### src/rtl/trapctl_pkg.sv
package trapctl_pkg;

    localparam int SR_W    = 32;
    localparam int CAUSE_W = 32;

    // status bit positions
    localparam int SB_ET  = 0;
    localparam int SB_EF  = 1;
    localparam int SB_EV  = 2;
    localparam int SB_EC  = 3;
    localparam int SB_PS  = 4;
    localparam int SB_S   = 5;
    localparam int SB_UX  = 6;
    localparam int SB_SX  = 7;
    localparam int SB_VM  = 8;
    localparam int IM_LSB = 16;

    // cause layout
    localparam int IRQ_N  = 8;
    localparam int EXC_W  = 5;
    localparam int IP_LSB = 16;

    // bits that can ever hold a one
    function automatic logic [SR_W-1:0] sr_keep_mask(bit has64, bit hasfpu,
                                                      bit hasrvc, bit hasvec);
        logic [SR_W-1:0] m;
        m = '0;
        m[SB_ET] = 1'b1;
        m[SB_EF] = hasfpu;
        m[SB_EV] = hasvec;
        m[SB_EC] = hasrvc;
        m[SB_PS] = 1'b1;
        m[SB_S]  = 1'b1;
        m[SB_UX] = has64;
        m[SB_SX] = has64;
        m[SB_VM] = 1'b1;
        m[IM_LSB +: IRQ_N] = '1;
        return m;
    endfunction

endpackage

### src/rtl/trapctl_sr_clean.sv
module trapctl_sr_clean
    import trapctl_pkg::*;
#(
    parameter bit HAS_64  = 1'b1,
    parameter bit HAS_FPU = 1'b0,
    parameter bit HAS_RVC = 1'b1,
    parameter bit HAS_VEC = 1'b0
) (
    input  logic [SR_W-1:0] raw_i,
    output logic [SR_W-1:0] clean_o
);

    logic [SR_W-1:0] base;
    assign base = raw_i & sr_keep_mask(1'b1, 1'b1, 1'b1, 1'b1);

    logic [SR_W-1:0] strip;
    always_comb begin
        strip = '0;
        if (!HAS_64) begin
            strip[SB_UX] = 1'b1;
            strip[SB_SX] = 1'b1;
        end
        if (!HAS_FPU) strip[SB_EF] = 1'b1;
        if (!HAS_RVC) strip[SB_EC] = 1'b1;
        if (!HAS_VEC) strip[SB_EV] = 1'b1;
    end

    assign clean_o = base & ~strip;

endmodule

### src/rtl/trapctl_arb.sv
module trapctl_arb
    import trapctl_pkg::*;
(
    input  logic [IRQ_N-1:0] ip_i,
    input  logic [IRQ_N-1:0] im_i,
    input  logic             et_i,
    input  logic             halted_i,
    input  logic             sync_req_i,
    output logic             take_irq_o,
    output logic             take_sync_o,
    output logic             enter_halt_o
);

    logic irq_live;
    assign irq_live = |(ip_i & im_i);

    always_comb begin
        take_irq_o   = 1'b0;
        take_sync_o  = 1'b0;
        enter_halt_o = 1'b0;
        if (!halted_i) begin
            if (et_i) begin
                if (irq_live)        take_irq_o  = 1'b1;
                else if (sync_req_i) take_sync_o = 1'b1;
            end else if (sync_req_i) begin
                enter_halt_o = 1'b1;
            end
        end
    end

endmodule

### src/rtl/trapctl_timer.sv
module trapctl_timer #(
    parameter int CNT_W = 32
) (
    input  logic             clk_i,
    input  logic             rst_ni,
    input  logic             retire_i,
    input  logic             cmp_wr_i,
    input  logic [CNT_W-1:0] cmp_wdata_i,
    output logic             hit_o
);

    typedef struct packed {
        logic [CNT_W-1:0] count;
        logic [CNT_W-1:0] compare;
    } tmr_t;

    tmr_t tm_d, tm_q;

    always_comb begin
        tm_d = tm_q;
        if (retire_i) tm_d.count = tm_q.count + 1'b1;
        if (cmp_wr_i) tm_d.compare = cmp_wdata_i;
    end

    always_ff @(posedge clk_i or negedge rst_ni) begin
        if (!rst_ni) tm_q <= '0;
        else         tm_q <= tm_d;
    end

    assign hit_o = retire_i && (tm_q.count == tm_q.compare);

endmodule

### src/rtl/trapctl_core.sv
module trapctl_core
    import trapctl_pkg::*;
#(
    parameter int AW        = 32,
    parameter int CNT_W     = 32,
    parameter int CODE_W    = EXC_W,
    parameter int NUM_TRAPS = 20,
    parameter int INT_CODE  = 0,
    parameter int TIMER_IRQ = 7,
    parameter int IPI_IRQ   = 5,
    parameter bit HAS_64    = 1'b1,
    parameter bit HAS_FPU   = 1'b0,
    parameter bit HAS_RVC   = 1'b1,
    parameter bit HAS_VEC   = 1'b0
) (
    input  logic              clk_i,
    input  logic              rst_ni,
    input  logic              retire_i,
    input  logic [AW-1:0]     pc_i,
    input  logic              trap_req_i,
    input  logic [CODE_W-1:0] trap_code_i,
    input  logic [AW-1:0]     fault_addr_i,
    input  logic              ipi_i,
    input  logic              sr_wr_i,
    input  logic [SR_W-1:0]   sr_wdata_i,
    input  logic              cmp_wr_i,
    input  logic [CNT_W-1:0]  cmp_wdata_i,
    input  logic              evec_wr_i,
    input  logic [AW-1:0]     evec_wdata_i,
    output logic              redirect_o,
    output logic [AW-1:0]     redirect_pc_o,
    output logic              supervisor_o,
    output logic              vm_en_o,
    output logic [6:0]        xlen_o,
    output logic              tlb_flush_o,
    output logic              run_o,
    output logic              halted_o,
    output logic [SR_W-1:0]   status_o,
    output logic [CAUSE_W-1:0] cause_o,
    output logic [AW-1:0]     epc_o,
    output logic [AW-1:0]     badvaddr_o
);

    localparam logic [SR_W-1:0] SR_RESET = (SR_W'(1) << SB_S) | (HAS_64 ? (SR_W'(1) << SB_SX) : '0);
    localparam logic [CODE_W-1:0] IRQ_CODE = CODE_W'(INT_CODE);

    typedef struct packed {
        logic [SR_W-1:0]   sr;
        logic [CODE_W-1:0] exc;
        logic [IRQ_N-1:0]  ip;
        logic [AW-1:0]     epc;
        logic [AW-1:0]     evec;
        logic [AW-1:0]     badva;
        logic [AW-1:0]     rpc;
        logic              redirect;
        logic              flush;
        logic              run;
        logic              halted;
    } core_st_t;

    core_st_t st_d, st_q;

    // status sanitizers: index 0 for software writes, index 1 for trap entry
    logic [SR_W-1:0] sr_raw   [2];
    logic [SR_W-1:0] sr_clean [2];

    assign sr_raw[0] = sr_wdata_i;
    always_comb begin
        sr_raw[1]        = st_q.sr;
        sr_raw[1][SB_ET] = 1'b0;
        sr_raw[1][SB_PS] = st_q.sr[SB_S];
        sr_raw[1][SB_S]  = 1'b1;
    end

    for (genvar g = 0; g < 2; g++) begin : g_clean
        trapctl_sr_clean #(
            .HAS_64 (HAS_64),
            .HAS_FPU(HAS_FPU),
            .HAS_RVC(HAS_RVC),
            .HAS_VEC(HAS_VEC)
        ) u_clean (
            .raw_i  (sr_raw[g]),
            .clean_o(sr_clean[g])
        );
    end

    logic timer_hit;
    trapctl_timer #(.CNT_W(CNT_W)) u_timer (
        .clk_i      (clk_i),
        .rst_ni     (rst_ni),
        .retire_i   (retire_i),
        .cmp_wr_i   (cmp_wr_i),
        .cmp_wdata_i(cmp_wdata_i),
        .hit_o      (timer_hit)
    );

    logic take_irq, take_sync, enter_halt;
    trapctl_arb u_arb (
        .ip_i        (st_q.ip),
        .im_i        (st_q.sr[IM_LSB +: IRQ_N]),
        .et_i        (st_q.sr[SB_ET]),
        .halted_i    (st_q.halted),
        .sync_req_i  (trap_req_i),
        .take_irq_o  (take_irq),
        .take_sync_o (take_sync),
        .enter_halt_o(enter_halt)
    );

    always_comb begin
        st_d          = st_q;
        st_d.redirect = 1'b0;
        st_d.flush    = 1'b0;

        // pending interrupt bits
        if (cmp_wr_i)  st_d.ip[TIMER_IRQ] = 1'b0;
        if (timer_hit) st_d.ip[TIMER_IRQ] = 1'b1;
        if (ipi_i) begin
            st_d.ip[IPI_IRQ] = 1'b1;
            st_d.run         = 1'b1;
        end

        if (evec_wr_i) st_d.evec = evec_wdata_i;

        if (take_irq || take_sync) begin
            st_d.sr       = sr_clean[1];
            st_d.flush    = 1'b1;
            st_d.exc      = take_irq ? IRQ_CODE : trap_code_i;
            st_d.epc      = pc_i;
            st_d.badva    = fault_addr_i;
            st_d.rpc      = st_q.evec;
            st_d.redirect = 1'b1;
        end else if (sr_wr_i) begin
            st_d.sr    = sr_clean[0];
            st_d.flush = 1'b1;
        end

        if (enter_halt) st_d.halted = 1'b1;
    end

    always_ff @(posedge clk_i or negedge rst_ni) begin
        if (!rst_ni) begin
            st_q    <= '0;
            st_q.sr <= SR_RESET;
        end else begin
            st_q <= st_d;
        end
    end

    logic wide_mode;
    assign wide_mode = st_q.sr[SB_S] ? st_q.sr[SB_SX] : st_q.sr[SB_UX];

    always_comb begin
        cause_o = '0;
        cause_o[CODE_W-1:0]        = st_q.exc;
        cause_o[IP_LSB +: IRQ_N]   = st_q.ip;
    end

    assign redirect_o    = st_q.redirect;
    assign redirect_pc_o = st_q.rpc;
    assign supervisor_o  = st_q.sr[SB_S];
    assign vm_en_o       = st_q.sr[SB_VM];
    assign xlen_o        = wide_mode ? 7'd64 : 7'd32;
    assign tlb_flush_o   = st_q.flush;
    assign run_o         = st_q.run;
    assign halted_o      = st_q.halted;
    assign status_o      = st_q.sr;
    assign epc_o         = st_q.epc;
    assign badvaddr_o    = st_q.badva;

endmodule

### config.mk
export PLATFORM = sky130hd
export DESIGN_NAME = trapctl_core
export DESIGN_NICKNAME = d
export VERILOG_FILES = /design/src/rtl/trapctl_pkg.sv /design/src/rtl/trapctl_sr_clean.sv /design/src/rtl/trapctl_arb.sv /design/src/rtl/trapctl_timer.sv /design/src/rtl/trapctl_core.sv
export SDC_FILE = /design/constraint.sdc
export NUM_CORES = 1
export LEC_CHECK = 0
export CAP_MARGIN = 40
export CORE_MARGIN = 4
export CORE_UTILIZATION = 51
export CTS_BUF_LIST = sky130_fd_sc_hd__clkbuf_4
export CTS_CLUSTER_DIAMETER = 80
export DETAILED_ROUTE_END_ITERATION = 6
export HOLD_SLACK_MARGIN = 0.08
export PLACE_DENSITY = 0.95
export SLEW_MARGIN = 20
export SYNTH_ARGS = -nofsm -noshare
export SYNTH_HDL_FRONTEND = slang
export SYNTH_SLANG_ARGS = --single-unit
### constraint.sdc
create_clock -name clk_i -period 3.4 [get_ports clk_i]
set_clock_uncertainty 0.1 [all_clocks]
set_input_delay 0.85 -clock clk_i [delete_from_list [all_inputs] [get_ports clk_i]]
set_output_delay 0.85 -clock clk_i [all_outputs]
set_load 0.005 [all_outputs]
==> results.json, run 1 <==
{
  "insertion_delay_ns": 0.65,
  "drc": 0,
  "via_per_inst": 4.886,
  "tns_ns": 0,
  "rows": 50,
  "num_io_pins": 346,
  "clk_pin_slew_worst_paths_ns": 0.08,
  "cap_violations": 0,
  "crit_fanout": 5,
  "drt_iter0_drc": 253,
  "ant_nets": 0,
  "antenna_found_initial": 1,
  "final-hold-violation-count": 0,
  "synth_edf_count": 0,
  "max_freq_ghz": 0.3424,
  "fin_crit_sh_pct": 85.91,
  "relSlewSlack_pct": 59.63,
  "grt_pass1_wl_mm": 36.98,
  "async_flop_share_pct": 100.0,
  "endpoint_kind": "output port",
  "outcome": "complete, no violations",
  "port_buffers": 281,
  "post_cts_resized": 0,
  "syn_inst": 759,
  "grt_pass1_vias": 6823,
  "synth_cell_types": 37,
  "yosys_warnings": 0,
  "crit_required_ns": 2.45,
  "layout-drive-gt1-share_pct": 28.49,
  "nets": 1133,
  "critPathTopFamily": "flip-flops",
  "dieArea_um2": 21910,
  "worst-setup-path-type": "reg -> out",
  "syn_avg_cell_area_um2": 13.17,
  "routed_wl_mm": 23.67,
  "r2r_cells": 4,
  "grt_util_all_layers_pct": 21.21,
  "rr_startpoint": "status_o[0]$_DFFE_PN0P_",
  "vias": 6181,
  "yosys_register_bits": 217,
  "rrSetupSlack_ns": 1.24,
  "rsz0062_at_grt": "false",
  "cts_root_buf": "clkbuf_4",
  "leakage_nw": 5.826,
  "p_total_mw": 7.061,
  "drt_pre_antenna_iters": 5,
  "grt_max_degree": 72,
  "hp-class": "in -> async",
  "dieHeight_um": 148.0,
  "start_util_pct": 52.57,
  "die_w_um": 148.0,
  "grt.overflow.total": 0,
  "synthFlopType": "dfrtp_1",
  "critPathBufInv": 1,
  "cts_setup_buffers": 0,
  "syn_area_um2": 9998,
  "cpPeakStageDelay_ns": 0.59,
  "cts_sinks": 217,
  "post-dp-hpwl_mm": 17.80,
  "area_delta_synth_final_pct": 28.80,
  "max-vdd-ir-drop_mv": 0.3230,
  "htreeDepth": 2,
  "dpl.cell_count": 1161,
  "final_cells": 1265,
  "core_um2": 19020,
  "cts_buffer_depth": 3,
  "synth-seq-area-share_pct": 54.34,
  "setup_viol": 0,
  "maxSlewViolCount": 0,
  "cts_tree": "built",
  "powerDensity_nw_per_um2": 548.3,
  "worstPathCellList": "mux2i_1 > clkdlybuf4s50_1",
  "critical_path_arrival_ns": 1.97,
  "cts_hold_buf": 0,
  "wl_per_cell_um": 18.71,
  "cts_buffers": 56,
  "tightest_slew_ns": 0.6055,
  "place_congestion": 0.8035,
  "cp_slowest_cell": "dfstp_2",
  "period_needed_ns": 2.921,
  "worst_hold_slack_ns": 0.1344,
  "r2r_end": "status_o[22]$_DFFE_PN0P_",
  "worstSetupStartpointType": "flop"
}
worst register-to-register path, cell delays in order, from the launching register on:
cell,delay (ns)
dfrtp_1,0.38
nor2b_1,0.47
o21ai_4,0.21
nand2_1,0.48
mux2_2,0.40
power by group:
| part | total [mW] | internal (mW) | switching (mW) |
|---|---|---|---|
| sequential | 3.28 | 2.99 | 0.283 |
| clock | 2.30 | 1.27 | 1.03 |
| combinational | 1.48 | 0.998 | 0.485 |
placed cells by master (no fill, tap or decap), types with 2 or more instances in the layout:
cell,count
xnor2_1,20
nand4_1,12
and2_1,3
mux2_2,166
clkbuf_4,90
buf_12,8
clkdlybuf4s50_1,280
mux2_1,7
nand3_1,18
nand2_1,19
a21oi_1,6
conb_1,47
and3_1,4
nor2_1,4
nor4_2,7
inv_1,4
buf_4,3
mux2i_1,4
xor2_1,43
dfstp_2,2
and4_1,6
clkinv_2,3
clkinv_1,8
dfrtp_1,215
nand2b_1,2
nor4_1,8
through the flow:
step                      utilization [%]  instance area, µm²  worst slack [ns]
final                               67.71               12880            0.4791
after detailed placement            63.73               12120            0.5594
after floorplan                         -               10170             1.247
after CTS                           67.70               12870            0.4134
after global placement              63.73               12120            0.6025
after global routing                67.71               12880            0.3645
how the worst max path moves through the flow:
| stage | cells after the start | end | startpoint |
|---|---|---|---|
| floorplan | 5 | badvaddr_o[15]$_DFFE_PN0P_ | trap_req_i |
| global placement | 5 | badvaddr_o[4]$_DFFE_PN0P_ | trap_req_i |
| detailed placement | 5 | epc_o[24]$_DFFE_PN0P_ | trap_req_i |
| CTS | 2 | xlen_o[5] | status_o[5]$_DFFE_PN1P_ |
| global route | 2 | xlen_o[5] | status_o[5]$_DFFE_PN1P_ |
| finish | 2 | xlen_o[5] | status_o[5]$_DFFE_PN1P_ |
flip-flops by register name (all words and copies together), names as in the netlist:
signal	cells
status_o	15
halted_o	1
st_q	32
redirect_pc_o	32
badvaddr_o	32
epc_o	32
cause_o	7
tlb_flush_o	1
redirect_o	1
u_timer.tm_q	64
cell type report:
class / count / area [µm²]
Clock buffer: 90 / 675.6
Fill cell: 1348 / 6141
Inverter: 4 / 15.01
Antenna cell: 1 / 2.502
Timing Repair Buffer: 292 / 2999
Multi-Input combinational cell: 388 / 3348
Tap cell: 260 / 325.3
Sequential cell: 217 / 5433
Clock inverter: 13 / 78.83
cell families (layout without fill, tap and decap cells):
kind of cell               after synthesis  in the layout  synth area share [%]
DFF                                    217            217                 54.34
buffers and inverters                  200            399                 14.02
muxes                                  177            177                 19.88
and+or+nand+nor                         90             90                 5.494
xor gates and xnor gates                63             63                 5.519
AOI/OAI and AO/OA                       10             10                0.5882
adders and majority gates                1              1                0.1251
other                                    1             48               0.03751
synthesized netlist by cell type (3+ instances only):
cell type | instances | area (µm²)
and3_1 | 4 | 25.02
mux2_2 | 166 | 1869
buf_4 | 166 | 1246
nor4_2 | 7 | 87.58
buf_1 | 3 | 11.26
nand2_1 | 19 | 71.32
mux2_1 | 7 | 78.83
xnor2_1 | 20 | 175.2
nor2_1 | 4 | 15.01
xor2_1 | 43 | 376.6
and4_1 | 6 | 52.55
inv_1 | 4 | 15.01
and2_1 | 3 | 18.77
nor4_1 | 8 | 50.05
nand3_1 | 18 | 90.09
nand4_1 | 12 | 75.07
a21oi_1 | 6 | 30.03
buf_2 | 16 | 80.08
mux2i_1 | 4 | 40.04
dfrtp_1 | 215 | 5380
clkbuf_1 | 10 | 37.54
layer usage:
layer / share of wire [%] / routed length [µm] / GRT usage, %
met5: 0 / 0 / 0
met4: 3.6 / 852 / 8.406
met3: 6.6 / 1574 / 5.579
met1: 35 / 8350 / 23.12
met2: 54 / 12900 / 39.16
Power figures use the tool's default switching activity.
==> run 2: changes to the inputs <==
--- a/config.mk
+++ b/config.mk
@@ -7,8 +7,7 @@
 export LEC_CHECK = 0
 export CAP_MARGIN = 40
 export CORE_MARGIN = 4
-export CORE_UTILIZATION = 51
-export CTS_BUF_LIST = sky130_fd_sc_hd__clkbuf_4
+export CORE_UTILIZATION = 49
 export CTS_CLUSTER_DIAMETER = 80
 export DETAILED_ROUTE_END_ITERATION = 6
 export HOLD_SLACK_MARGIN = 0.08
==> run 2 against run 1 <==
  * Combinational power about the same
  * First-iteration DRC count is 17% lower
  * Hold slack better by 0.14 ns
  * Clock power is 5% higher
  * Core utilization down 2.9 points
  * Clock-buffer cell count fell by 55
  * Critical path depth stayed put
  * Fmax shrank 2.9%
  * Power increased by 1.1%
  * Via count shrank 4.9%
  * Sequential cell count stayed put
  * Routed wire length down 6.0%
  * Largest cell class unchanged
  * Largest power group unchanged
  * Highest routed layer is now met5
==> results.json, run 2 (synthesized netlist as in run 1, its figures left out) <==
{
  "drt_iter0_drc": 210,
  "layout-drive-gt1-share_pct": 23.94,
  "post_cts_resized": 0,
  "fin_crit_sh_pct": 88.49,
  "final_common_cell": "clkdlybuf4s50_1",
  "largest_reg_flops": 64,
  "relSlewSlack_pct": 58.37,
  "worstSetupStartpointType": "flop",
  "outcome": "complete, no violations",
  "maxSlewViolCount": 0,
  "cap_violations": 0,
  "worst-setup-path-type": "reg -> out",
  "clk_pin_slew_worst_paths_ns": 0.06,
  "critPathBufInv": 1,
  "cts_buffer_depth": 3,
  "cpPeakStageDelay_ns": 0.59,
  "leakage_nw": 5.711,
  "die_w_um": 150.8,
  "routed_wl_mm": 22.24,
  "endpoint_kind": "output port",
  "critPathTopFamily": "buffers and inverters",
  "cts_sinks": 217,
  "grt_max_degree": 77,
  "rr_startpoint": "status_o[0]$_DFFE_PN0P_",
  "grt_util_all_layers_pct": 18.84,
  "grt_pass1_vias": 6289,
  "port_buffers": 281,
  "via_per_inst": 4.874,
  "vias": 5878,
  "rows": 51,
  "mostFrequentLayoutCells": "clkdlybuf4s50_1, dfrtp_1, mux2_2",
  "r2r_cells": 4,
  "tns_ns": 0,
  "antenna_found_initial": 1,
  "dieHeight_um": 150.8,
  "cts_setup_buffers": 0,
  "drc": 0,
  "grt_pass1_wl_mm": 33.87,
  "setup_viol": 0,
  "num_io_pins": 346,
  "cp_slowest_cell": "clkdlybuf4s50_1",
  "critical_path_arrival_ns": 2.06,
  "post-dp-hpwl_mm": 16.47,
  "drt_pre_antenna_iters": 4,
  "htreeDepth": 1,
  "crit_fanout": 5,
  "r2r_end": "status_o[17]$_DFFE_PN0P_",
  "rsz0062_at_grt": "false",
  "cts_root_buf": "clkbuf_16",
  "period_needed_ns": 3.009,
  "worstPathCellList": "mux2i_1 > clkdlybuf4s50_1",
  "area_delta_synth_final_pct": 28.24,
  "wl_per_cell_um": 18.44,
  "place_congestion": 0.8096,
  "max_flop_register": "u_timer.tm_q",
  "final-hold-violation-count": 0,
  "hp-class": "in -> async",
  "max-vdd-ir-drop_mv": 0.3898,
  "powerDensity_nw_per_um2": 557.0,
  "start_util_pct": 50.54,
  "rrSetupSlack_ns": 1.31,
  "dieArea_um2": 22750,
  "grt.overflow.total": 0,
  "core_um2": 19780,
  "nets": 1099,
  "crit_required_ns": 2.45,
  "max_freq_ghz": 0.3324,
  "tightest_slew_ns": 0.6244,
  "insertion_delay_ns": 0.50,
  "cts_hold_buf": 0,
  "cts_buffers": 24,
  "cts_tree": "built",
  "ant_nets": 0,
  "worst_hold_slack_ns": 0.2789
}
-- run 2: cell count changes in the layout (fill, tap and decap cells not counted), moves of 2 or more --
| cell | previous run | this run |
|---|---|---|
| clkbuf_8 | 1 | 6 |
| clkbuf_16 | 0 | 25 |
| clkbuf_1 | 0 | 5 |
| buf_12 | 8 | 5 |
| clkbuf_4 | 90 | 0 |
| clkinv_2 | 3 | 5 |
| clkinv_1 | 8 | 0 |
-- run 2: final cells by class --
cell class	instances	area, µm²
Antenna cell	1	2.502
Timing Repair Buffer	290	2947
Clock buffer	35	713.2
Sequential cell	217	5433
Inverter	4	15.01
Fill cell	1392	6959
Tap cell	265	331.6
Clock inverter	6	32.53
Multi-Input combinational cell	388	3348
-- run 2: stage by stage --
| step | setup WS (ns) | power, mW | area, µm² | std cells | util (%) |
|---|---|---|---|---|---|
| 6_report | 0.3913 | 7.142 | 12820 | 1206 | 64.82 |
| 3_3_place_gp | 0.6713 | 4.697 | 12070 | 1164 | 61.04 |
| 5_1_grt | 0.3068 | 7.495 | 12820 | 1205 | 64.81 |
| 2_1_floorplan | 1.247 | 4.191 | 10170 | 805 | - |
| 3_5_place_dp | 0.6027 | 4.777 | 12070 | 1164 | 61.04 |
| 4_1_cts | 0.3590 | 7.247 | 12820 | 1205 | 64.81 |
-- run 2: worst max-delay path by stage --
stage	from	endpoint	slack (ns)	depth (start not counted)
final	status_o[5]$_DFFE_PN1P_	xlen_o[5]	0.39	2
after global routing	status_o[5]$_DFFE_PN1P_	xlen_o[5]	0.31	2
after CTS	status_o[5]$_DFFE_PN1P_	xlen_o[5]	0.36	2
after detailed placement	trap_req_i	redirect_pc_o[29]$_DFFE_PN0P_	0.60	5
after global placement	retire_i	u_timer.tm_q[63]$_DFFE_PN0P_	0.67	5
after floorplan	trap_req_i	badvaddr_o[15]$_DFFE_PN0P_	1.25	5
-- run 2: power breakdown --
part	total (mW)	internal [mW]	switching, mW
Sequential	3.26	3.00	0.262
Clock	2.42	1.44	0.981
Combinational	1.46	0.997	0.461
Total	7.14	5.44	1.70
-- run 2: per-layer routing --
layer / track usage (%) / vias to the layer above / wire length (µm)
met4: 5.394 / 2 / 606
met3: 4.967 / 46 / 1666
met1: 21.30 / 2928 / 8031
li1: - / 2702 / -
met2: 34.87 / 200 / 11920
met5: 0 / - / 20
